<file path="src/rtl/ttcan_lt_pkg.sv">
package ttcan_lt_pkg;

    typedef enum logic [1:0] {
        SEL_LOCAL_TIME = 2'd0,
        SEL_CYCLE_TIME = 2'd1,
        SEL_BASE_CYCLE = 2'd2,
        SEL_UNUSED     = 2'd3
    } lt_reg_sel_e;

    localparam logic [2:0] MODE_EVENT_TRIG = 3'b111;

endpackage

</file>
<file path="src/rtl/ttcan_lt_divider.sv">
module ttcan_lt_divider #(
    parameter int DIV_W = 4
) (
    input  logic             clk,
    input  logic             rst_n,
    input  logic             en_i,
    input  logic [DIV_W-1:0] div_i,
    output logic             tick_o
);

    typedef struct packed {
        logic [DIV_W-1:0] phase;
    } div_st_t;

    div_st_t st_d, st_q;

    always_comb begin
        st_d   = st_q;
        tick_o = en_i && (st_q.phase >= div_i);
        if (!en_i) begin
            st_d.phase = '0;
        end else if (tick_o) begin
            st_d.phase = '0;
        end else begin
            st_d.phase = st_q.phase + 1'b1;
        end
    end

    always_ff @(posedge clk or negedge rst_n) begin
        if (!rst_n) begin
            st_q <= '0;
        end else begin
            st_q <= st_d;
        end
    end

    // The phase restarts whenever the timer is off
    AST_DIV_IDLE: assert property (@(posedge clk) disable iff (!rst_n)
        !en_i |=> !tick_o || (div_i == '0)) else $error("divider ticked early");

endmodule

</file>
<file path="src/rtl/ttcan_lt_timebase.sv">
module ttcan_lt_timebase #(
    parameter int TIME_W = 16
) (
    input  logic              clk,
    input  logic              rst_n,
    input  logic              en_i,
    input  logic              tick_i,
    input  logic              clr_match_i,
    input  logic [TIME_W-1:0] cmp_i,
    input  logic              event_mode_i,
    input  logic              wr_i,
    input  logic [TIME_W-1:0] wdata_i,
    input  logic              cap_i,
    output logic [TIME_W-1:0] time_o,
    output logic [TIME_W-1:0] cyc_time_o
);

    typedef struct packed {
        logic [TIME_W-1:0] count;
        logic [TIME_W-1:0] mark;
    } tb_st_t;

    tb_st_t            st_d, st_q;
    logic              wr_ok;
    logic              hit;
    logic [TIME_W-1:0] mark_eff;

    always_comb begin
        st_d  = st_q;
        wr_ok = en_i && wr_i && event_mode_i;
        hit   = clr_match_i && (st_q.count == cmp_i);

        if (!en_i) begin
            st_d.count = '0;
        end else if (wr_ok) begin
            st_d.count = wdata_i;
        end else if (tick_i) begin
            st_d.count = hit ? '0 : st_q.count + 1'b1;
        end

        if (event_mode_i) begin
            st_d.mark = '0;
        end else if (cap_i) begin
            st_d.mark = st_q.count;
        end

        mark_eff   = event_mode_i ? '0 : st_q.mark;
        time_o     = en_i ? st_q.count : '0;
        cyc_time_o = time_o - mark_eff;
    end

    always_ff @(posedge clk or negedge rst_n) begin
        if (!rst_n) begin
            st_q <= '0;
        end else begin
            st_q <= st_d;
        end
    end

    AST_OFF_CLEARS: assert property (@(posedge clk) disable iff (!rst_n)
        !en_i |=> st_q.count == '0) else $error("count not cleared");
    AST_MATCH_WRAP: assert property (@(posedge clk) disable iff (!rst_n)
        en_i && tick_i && clr_match_i && (st_q.count == cmp_i) && !wr_i |=> st_q.count == '0) else $error("no clear on match");
    AST_TT_NO_WRITE: assert property (@(posedge clk) disable iff (!rst_n)
        en_i && wr_i && !event_mode_i && !tick_i |=> $stable(st_q.count)) else $error("write in TT mode");
    AST_WRITE_WINS: assert property (@(posedge clk) disable iff (!rst_n)
        en_i && wr_i && event_mode_i |=> st_q.count == $past(wdata_i)) else $error("write lost");
    AST_CAPTURE: assert property (@(posedge clk) disable iff (!rst_n)
        cap_i && !event_mode_i |=> st_q.mark == $past(st_q.count)) else $error("mark not captured");

endmodule

</file>
<file path="src/rtl/ttcan_lt_cycle.sv">
module ttcan_lt_cycle #(
    parameter int CYC_W = 6
) (
    input  logic             clk,
    input  logic             rst_n,
    input  logic             en_i,
    input  logic             adv_i,
    input  logic [CYC_W-1:0] max_i,
    output logic [CYC_W-1:0] cyc_o
);

    typedef struct packed {
        logic [CYC_W-1:0] num;
    } cyc_st_t;

    cyc_st_t st_d, st_q;

    always_comb begin
        st_d = st_q;
        if (!en_i) begin
            st_d.num = '0;
        end else if (adv_i) begin
            st_d.num = (st_q.num >= max_i) ? '0 : st_q.num + 1'b1;
        end
        cyc_o = st_q.num;
    end

    always_ff @(posedge clk or negedge rst_n) begin
        if (!rst_n) begin
            st_q <= '0;
        end else begin
            st_q <= st_d;
        end
    end

    AST_CYC_WRAP: assert property (@(posedge clk) disable iff (!rst_n)
        en_i && adv_i && (st_q.num == max_i) |=> st_q.num == '0) else $error("cycle did not wrap");
    AST_CYC_HOLD: assert property (@(posedge clk) disable iff (!rst_n)
        en_i && !adv_i |=> $stable(st_q.num)) else $error("cycle moved");

endmodule

</file>
<file path="src/rtl/ttcan_local_timer.sv">
module ttcan_local_timer
    import ttcan_lt_pkg::*;
#(
    parameter int TIME_W = 16,
    parameter int CYC_W  = 6,
    parameter int DIV_W  = 4
) (
    input  logic              clk,
    input  logic              rst_n,
    input  logic              bus_sel,
    input  logic              bus_wr,
    input  logic [1:0]        bus_addr,
    input  logic [TIME_W-1:0] bus_wdata,
    output logic [TIME_W-1:0] bus_rdata,
    input  logic              tmr_en,
    input  logic              clr_on_match,
    input  logic [TIME_W-1:0] cmp_val,
    input  logic [2:0]        mode,
    input  logic [DIV_W-1:0]  presc_div,
    input  logic [CYC_W-1:0]  max_cycle,
    input  logic              ref_capture,
    input  logic              cycle_adv,
    output logic [TIME_W-1:0] local_time,
    output logic [TIME_W-1:0] cycle_time,
    output logic [CYC_W-1:0]  base_cycle
);

    localparam int PAD_W = TIME_W - CYC_W;

    logic        tick;
    logic        event_mode;
    logic        time_wr;
    lt_reg_sel_e sel;

    assign sel        = lt_reg_sel_e'(bus_addr);
    assign event_mode = (mode == MODE_EVENT_TRIG);
    assign time_wr    = bus_sel && bus_wr && (sel == SEL_LOCAL_TIME);

    ttcan_lt_divider #(.DIV_W(DIV_W)) u_div (
        .clk    (clk),
        .rst_n  (rst_n),
        .en_i   (tmr_en),
        .div_i  (presc_div),
        .tick_o (tick)
    );

    ttcan_lt_timebase #(.TIME_W(TIME_W)) u_time (
        .clk          (clk),
        .rst_n        (rst_n),
        .en_i         (tmr_en),
        .tick_i       (tick),
        .clr_match_i  (clr_on_match),
        .cmp_i        (cmp_val),
        .event_mode_i (event_mode),
        .wr_i         (time_wr),
        .wdata_i      (bus_wdata),
        .cap_i        (ref_capture),
        .time_o       (local_time),
        .cyc_time_o   (cycle_time)
    );

    ttcan_lt_cycle #(.CYC_W(CYC_W)) u_cyc (
        .clk   (clk),
        .rst_n (rst_n),
        .en_i  (tmr_en),
        .adv_i (cycle_adv),
        .max_i (max_cycle),
        .cyc_o (base_cycle)
    );

    always_comb begin
        unique case (sel)
            SEL_LOCAL_TIME: bus_rdata = local_time;
            SEL_CYCLE_TIME: bus_rdata = cycle_time;
            SEL_BASE_CYCLE: bus_rdata = {{PAD_W{1'b0}}, base_cycle};
            default:        bus_rdata = '0;
        endcase
    end

    AST_ET_COPY: assert property (@(posedge clk) disable iff (!rst_n)
        event_mode |-> cycle_time == local_time) else $error("cycle time differs");

endmodule

</file>
<file path="config.mk">
export PLATFORM = sky130hd
export DESIGN_NAME = ttcan_local_timer
export DESIGN_NICKNAME = d
export VERILOG_FILES = /design/src/rtl/ttcan_lt_pkg.sv /design/src/rtl/ttcan_lt_divider.sv /design/src/rtl/ttcan_lt_timebase.sv /design/src/rtl/ttcan_lt_cycle.sv /design/src/rtl/ttcan_local_timer.sv
export SDC_FILE = /design/constraint.sdc
export NUM_CORES = 1
export LEC_CHECK = 0
export ABC_AREA = 1
export BUFFER_PORTS_ARGS = -buffer_cell sky130_fd_sc_hd__buf_2
export CAP_MARGIN = 10
export CORE_UTILIZATION = 39
export DETAILED_ROUTE_END_ITERATION = 12
export MAX_ROUTING_LAYER = met4
export PLACE_DENSITY = 0.74
export SKIP_LAST_GASP = 1
export SYNTH_ARGS = -nofsm -noshare
export SYNTH_HDL_FRONTEND = slang
export SYNTH_SLANG_ARGS = --single-unit
</file>
<file path="constraint.sdc">
create_clock -name clk -period 1.9 [get_ports clk]
set_clock_uncertainty 0.05 [all_clocks]
set_input_delay 0.095 -clock clk [delete_from_list [all_inputs] [get_ports clk]]
set_output_delay 0.095 -clock clk [all_outputs]
set_load 0.005 [all_outputs]
</file>
# ---- Word-level counts from Yosys, hierarchy flattened
# Index checks and enable logic that the tools add are counted.
dict set report word_totals {
  romBits 0
  output_inout_bits 54
  inputBits 55
  mem_bits_rw 0
  memories 0
  elab_cells 38
  latchBits 0
  regBits 42
}
dict set report op_classes {
  bitwise_logic 0
  eq_ne 6
  shifts 0
  muxes 14
  n_div 0
  reduce_logical 8
  magnitude_cmp 2
  mul 0
  addsub 4
}
# op count
set op_table {}
lappend op_table {{$mux W16} 8}
lappend op_table {{$pmux W16 S3} 1}
lappend op_table {{$mux W6} 3}
lappend op_table {{$add A16 B1 Y16 const B} 1}
lappend op_table {{$eq A16 B16 Y1} 1}
lappend op_table {{$sub A16 B16 Y16} 1}
lappend op_table {{$mux W4} 2}
lappend op_table {{$add A6 B1 Y6 const B} 1}
lappend op_table {{$ge A6 B6 Y1} 1}
lappend op_table {{$logic_and A1 B1 Y1} 6}
lappend op_table {{$add A4 B1 Y4 const B} 1}
lappend op_table {{$ge A4 B4 Y1} 1}
lappend op_table {{$eq A3 B3 Y1 const B} 1}
lappend op_table {{$ne A3 B1 Y1 const B} 1}
lappend op_table {{$eq A2 B1 Y1 const B} 1}
lappend op_table {{$eq A2 B2 Y1 const B} 1}
lappend op_table {{$logic_not A2 Y1} 1}
lappend op_table {{$ne A2 B1 Y1 const B} 1}
lappend op_table {{$reduce_bool A2 Y1} 1}

# ---- Depth between registers and ports, before layout
dict set report depth {
  ltp_word 6
  depth_mapped 16
  ltp_nobuf 15
}

# ---- Hierarchy
# From an unflattened synthesis, not the netlist that was laid out.
dict set report hier_totals {
  cells_unflattened 727
  hier_area_um2 4495.6
}
# module seq_area_each_um2 cells_each area_per_inst_um2 instances
set modules_own_cells {}
lappend modules_own_cells {ttcan_lt_timebase 800.8 557 3372.0 1}
lappend modules_own_cells {ttcan_lt_cycle 150.1 68 484.2 1}
lappend modules_own_cells {ttcan_local_timer 0.0 65 345.3 1}
lappend modules_own_cells {ttcan_lt_divider 100.1 37 294.0 1}

# ---- Worst setup path after synthesis
# OpenSTA, ideal clock, no wires.
dict set report synth_path {
  path_kind {input -> output}
  startpoint {input port mode[0]}
  endpoint {output port bus_rdata[8]}
  arrival_time_ns 1.850
  cell_stages 16
  required_time_ns 1.755
  path_slack_ns -0.095
  path_buffers 1
  cell_sequence {nand3_2 clkbuf_1 nand2_1 inv_1 ha_1 inv_1 fa_1 nand3_1 nand2_1 nand2_1 nand2_1 nand2_1 nand2_1 nand2_1 nand2_1 o22ai_1}
}
dict set report synth_between {
  elab_chain_len 4
}
# element line
set synth_lines {}
lappend synth_lines {{start: declaration} ttcan_local_timer.sv:18} ;# input logic [2:0] mode,
lappend synth_lines {{$eq A3 B3 Y1} ttcan_local_timer.sv:36} ;# assign event_mode = (mode == MODE_EVENT_TRIG);
lappend synth_lines {{$mux W16} ttcan_lt_timebase.sv:47} ;# mark_eff = event_mode_i ? '0 : st_q.mark;
lappend synth_lines {{$sub A16 B16 Y16} ttcan_lt_timebase.sv:49} ;# cyc_time_o = time_o - mark_eff;
lappend synth_lines {{$pmux W16 S3} ttcan_local_timer.sv:72} ;# unique case (sel)
lappend synth_lines {{end: declaration} ttcan_local_timer.sv:14} ;# output logic [TIME_W-1:0] bus_rdata,
# No other way between the ends.

# ---- Final worst setup path
dict set report layout_path {
  startpoint {register u_time.st_q[16] (netlist name)}
  endpoint {output port bus_rdata[10]}
}
dict set report layout_between {
  elab_chain_len 3
}
# element line
set layout_lines {}
lappend layout_lines {{start: declaration} ttcan_lt_timebase.sv:23} ;# tb_st_t st_d, st_q;
lappend layout_lines {{start signal: assignment} ttcan_lt_timebase.sv:56} ;# st_q <= st_d;
lappend layout_lines {{$mux W16} ttcan_lt_timebase.sv:48} ;# time_o = en_i ? st_q.count : '0;
lappend layout_lines {{$sub A16 B16 Y16} ttcan_lt_timebase.sv:49}
lappend layout_lines {{$pmux W16 S3} ttcan_local_timer.sv:72}
# No other way between the ends.

==> impl_results.rst <==
.. list-table::
   :header-rows: 1

   * - Metric
     - Value
   * - Num ports
     - 109
   * - Number of cells on the worst hold path
     - 5
   * - Post-Synthesis Cell Area
     - 4310 um2
   * - Internal reg-to-reg setup slack
     - 0.08 ns
   * - IR Drop Worst-Case VDD
     - 0.0003558 V
   * - Placer congestion estimate
     - 0.9160
   * - Register-to-Register Path Depth
     - 12
   * - Sequential cell area fraction in the yosys report
     - 24.38%
   * - Final-stage net count
     - 992
   * - Clock Root Buffer
     - sky130_fd_sc_hd__clkbuf_8
   * - Maximum level of the CTS H-tree
     - 2
   * - Number of maximum-capacitance violations
     - 0
   * - CTS buffer count
     - 5
   * - Total placed instance area
     - 5568 um2
   * - Routed vias/inst
     - 4.841
   * - Static Leakage
     - 3.656 nW
   * - Hold_sp
     - bus_wdata[5]
   * - Pre-CTS worst setup slack
     - -0.1473 ns
   * - Achievable clock frequency
     - 438.1 MHz
   * - Total core area
     - 10790 um2
   * - Number of clock sinks seen by CTS
     - 42
   * - Clock latency reported for the late side of the worst-skew pair
     - 0.30 ns
   * - Number of synthesized register bits
     - 42
   * - Most used flip-flop cell after synthesis
     - sky130_fd_sc_hd__dfrtp_1
   * - GRT Residual Overflow
     - 0
   * - Kind of start point of the critical path
     - flip-flop
   * - Violations in the final reports
     - negative setup slack
   * - Beginning of the worst register-to-register path
     - u_time.st_q[16]
   * - Fillers
     - 1007
   * - Total number of yosys warnings
     - 0
   * - Worst min-delay path class
     - in2reg
   * - RSZ-0062 raised after global routing
     - yes
   * - Maximum fanout encountered on the critical timing path
     - 4
   * - Post-route worst setup slack
     - -0.3825 ns
   * - Initial core utilization
     - 39.94%
   * - Maximum buffer depth of the clock tree
     - 2
   * - Required time at the worst-slack endpoint
     - 1.75 ns
   * - Async set or reset register ratio after synthesis
     - 100.0%
   * - Clock slew seen by the registers of the worst setup and hold paths
     - 0.08 ns
   * - Total of buffers placed on input and output ports
     - 108
   * - Remaining antenna violation count after routing
     - 0
   * - Max-slew violation count
     - 0
   * - Cell variety after synth
     - 39
   * - Vias in the first global route
     - 4624
   * - Outcome
     - finished, violations left
   * - Global Route Usage Sum
     - 24.24%
   * - Post-synth EDFFs
     - 0
   * - Cell area power density
     - 572.6 nW/um2
   * - Synthesized net count
     - 800
   * - Headroom to the max-slew limit
     - 61.92%
   * - Post-detailed-routing wire length
     - 13670 um
   * - Mean area per synthesized cell
     - 6.054 um2
   * - Count of final hold-check violations
     - 0
   * - Instance count of the mapped netlist
     - 712
   * - Number of vias after detailed routing
     - 5054
   * - Data arrival time of the critical path
     - 2.14 ns
   * - Share of final-layout standard cells stronger than drive strength 1
     - 36.50%
   * - Number of design-rule violations left by the first detailed-router iteration
     - 325
   * - Non-Filler Cell Area, Final
     - 6240 um2
   * - Half-perimeter wire length of the detailed placement result
     - 10220 um
   * - Area overhead of the layout relative to synthesis
     - 44.76%
   * - Worst reg2reg path endpoint
     - u_time.st_q[22]
   * - Clock tree from TritonCTS
     - yes
   * - Slew @ Worst Pin
     - 0.5712 ns
   * - Type of the worst setup path
     - reg2out
   * - Floorplan row count
     - 38
   * - Die Span X
     - 107.1 um
   * - Count of unresolved DRC violations after routing
     - 0
   * - Endpoint kind of the worst setup timing path
     - output pin
   * - Crit share post-route
     - 120.1%
   * - Setup violators final
     - 29
   * - N_diodes
     - 0
   * - Worst Hold End
     - u_time.st_q[21]
   * - Initial antenna violation count
     - 0
   * - Router iterations before antenna repair
     - 5
   * - Total Neg Setup Slack
     - -7.720 ns
   * - Fin crit period
     - 2.283 ns
   * - Chip Height
     - 107.1 um
   * - First-pass GRT wire length
     - 21580 um
   * - Maximum number of pins on one net before global-route repair
     - 43
   * - Routed len/inst
     - 13.09 um
   * - Die Area
     - 11480 um2
## timing repair
action,CTS,global route
endpoints found under the setup margin,29,45
hold buffers,2,0
pin swaps,14,17
cloned,0,1
setup buffers,8,5
hold endpoints to repair,43,0
gates resized for setup,48,44
## state kept, by name, indices dropped and copies added (netlist names)
name,count
u_div.st_q,4
u_cyc.cyc_o,6
u_time.st_q,32
## routing by layer
metal / GRT usage, % / routed length, um / up-vias
met4: 5.969 / 252 / 0
met2: 39.77 / 6494 / 180
met3: 2.249 / 813 / 20
met5: - / 0 / -
li1: - / - / 2572
met1: 32.25 / 6106 / 2282
## worst max-delay path by stage
stage          slack [ns]            start             to  depth (start not counted)
6_report            -0.38  u_time.st_q[16]  bus_rdata[10]                         14
5_1_grt             -0.51  u_time.st_q[25]  bus_rdata[14]                         12
4_1_cts             -0.36  u_time.st_q[16]  bus_rdata[10]                         14
3_5_place_dp        -0.15          mode[0]  bus_rdata[15]                         14
3_3_place_gp        -0.13          mode[0]  bus_rdata[14]                         17
2_1_floorplan       0.004  u_time.st_q[23]  bus_rdata[12]                         11
## power by group
part           total [mW]  switching, mW  internal, mW
Sequential          0.978         0.0373         0.941
Combinational        1.86          0.955         0.907
Clock               0.732          0.312         0.421
Total                3.57           1.30          2.27
## worst max-delay path, stage by stage, from the launching register on
cell and delay (ns):
sky130_fd_sc_hd__dfrtp_1 0.39, sky130_fd_sc_hd__nand2_2 0.10, sky130_fd_sc_hd__ha_4 0.14, sky130_fd_sc_hd__inv_2 0.04, sky130_fd_sc_hd__fa_2 0.37, sky130_fd_sc_hd__nand3_2 0.09, sky130_fd_sc_hd__nand2_4 0.07, sky130_fd_sc_hd__nand2_4 0.07
sky130_fd_sc_hd__nand2_4 0.07, sky130_fd_sc_hd__nand2_2 0.08, sky130_fd_sc_hd__nand2_1 0.05, sky130_fd_sc_hd__nand2_1 0.07, sky130_fd_sc_hd__nand2_2 0.08, sky130_fd_sc_hd__o22ai_2 0.09, sky130_fd_sc_hd__buf_2 0.13
## placed cells by master, fill, tap and decap left out, types with 6 or more instances in the layout
cell	count
sky130_fd_sc_hd__a21oi_2	7
sky130_fd_sc_hd__buf_4	96
sky130_fd_sc_hd__nand2_1	230
sky130_fd_sc_hd__a21oi_1	8
sky130_fd_sc_hd__nor2_2	8
sky130_fd_sc_hd__o21ai_0	14
sky130_fd_sc_hd__inv_2	30
sky130_fd_sc_hd__xor2_1	7
sky130_fd_sc_hd__ha_1	15
sky130_fd_sc_hd__a31oi_1	18
sky130_fd_sc_hd__ha_4	17
sky130_fd_sc_hd__nor2_1	60
sky130_fd_sc_hd__clkbuf_8	6
sky130_fd_sc_hd__nand3_1	30
sky130_fd_sc_hd__nand2_2	25
sky130_fd_sc_hd__nand3_2	6
sky130_fd_sc_hd__dfrtp_1	42
sky130_fd_sc_hd__inv_1	109
sky130_fd_sc_hd__buf_2	105
sky130_fd_sc_hd__nand4_1	12
## through the flow
stage               std cells  power (mW)  utilization, %  hold WS [ns]
floorplan                 712       1.811               -       -0.2506
global placement         1022       2.527           51.59        0.1548
detailed placement       1022       2.544           51.59        0.1554
CTS                      1039       3.417           55.65       0.04980
global route             1044       3.830           57.81       0.07075
finish                   1044       3.573           57.81       0.05682
## cells in the mapped netlist (3+ instances only)
cell | n | area share (%)
sky130_fd_sc_hd__nor2_1 | 65 | 5.7
sky130_fd_sc_hd__xor2_1 | 12 | 2.4
sky130_fd_sc_hd__o221ai_1 | 6 | 1.2
sky130_fd_sc_hd__nor3_1 | 5 | 0.58
sky130_fd_sc_hd__ha_1 | 32 | 9.3
sky130_fd_sc_hd__inv_1 | 122 | 11
sky130_fd_sc_hd__buf_2 | 8 | 0.93
sky130_fd_sc_hd__nand4_1 | 12 | 1.7
sky130_fd_sc_hd__a21oi_1 | 16 | 1.9
sky130_fd_sc_hd__o21ai_0 | 16 | 1.9
sky130_fd_sc_hd__buf_4 | 5 | 0.87
sky130_fd_sc_hd__nand3b_1 | 5 | 0.87
sky130_fd_sc_hd__inv_2 | 17 | 1.5
sky130_fd_sc_hd__nand2_2 | 3 | 0.44
sky130_fd_sc_hd__clkbuf_1 | 8 | 0.70
sky130_fd_sc_hd__nor2_2 | 5 | 0.73
sky130_fd_sc_hd__and2_1 | 3 | 0.44
sky130_fd_sc_hd__nand3_2 | 4 | 0.93
sky130_fd_sc_hd__nand2_1 | 255 | 22
sky130_fd_sc_hd__a31oi_1 | 18 | 2.6
sky130_fd_sc_hd__dfrtp_1 | 42 | 24
sky130_fd_sc_hd__nand3_1 | 32 | 3.7
## layout make-up
class / count / area (um2) / area share [%]
Clock buffer: 6 / 82.58 / 1.323
Clock inverter: 1 / 30.03 / 0.4813
Inverter: 139 / 521.8 / 8.362
Multi-Input combinational cell: 509 / 3068 / 49.17
Sequential cell: 42 / 1051 / 16.84
Tap cell: 140 / 175.2 / 2.807
Timing Repair Buffer: 207 / 1311 / 21.01
## cell families after synthesis
family / share of synthesized area [%]
buffers and inverters: 14.98
adders and majority gates: 9.753
and+or+nand+nor: 38.55
xor gates and xnor gates: 2.845
AOI/OAI and AO/OA: 9.492
DFF: 24.38
(Power assumes the default switching activity.)
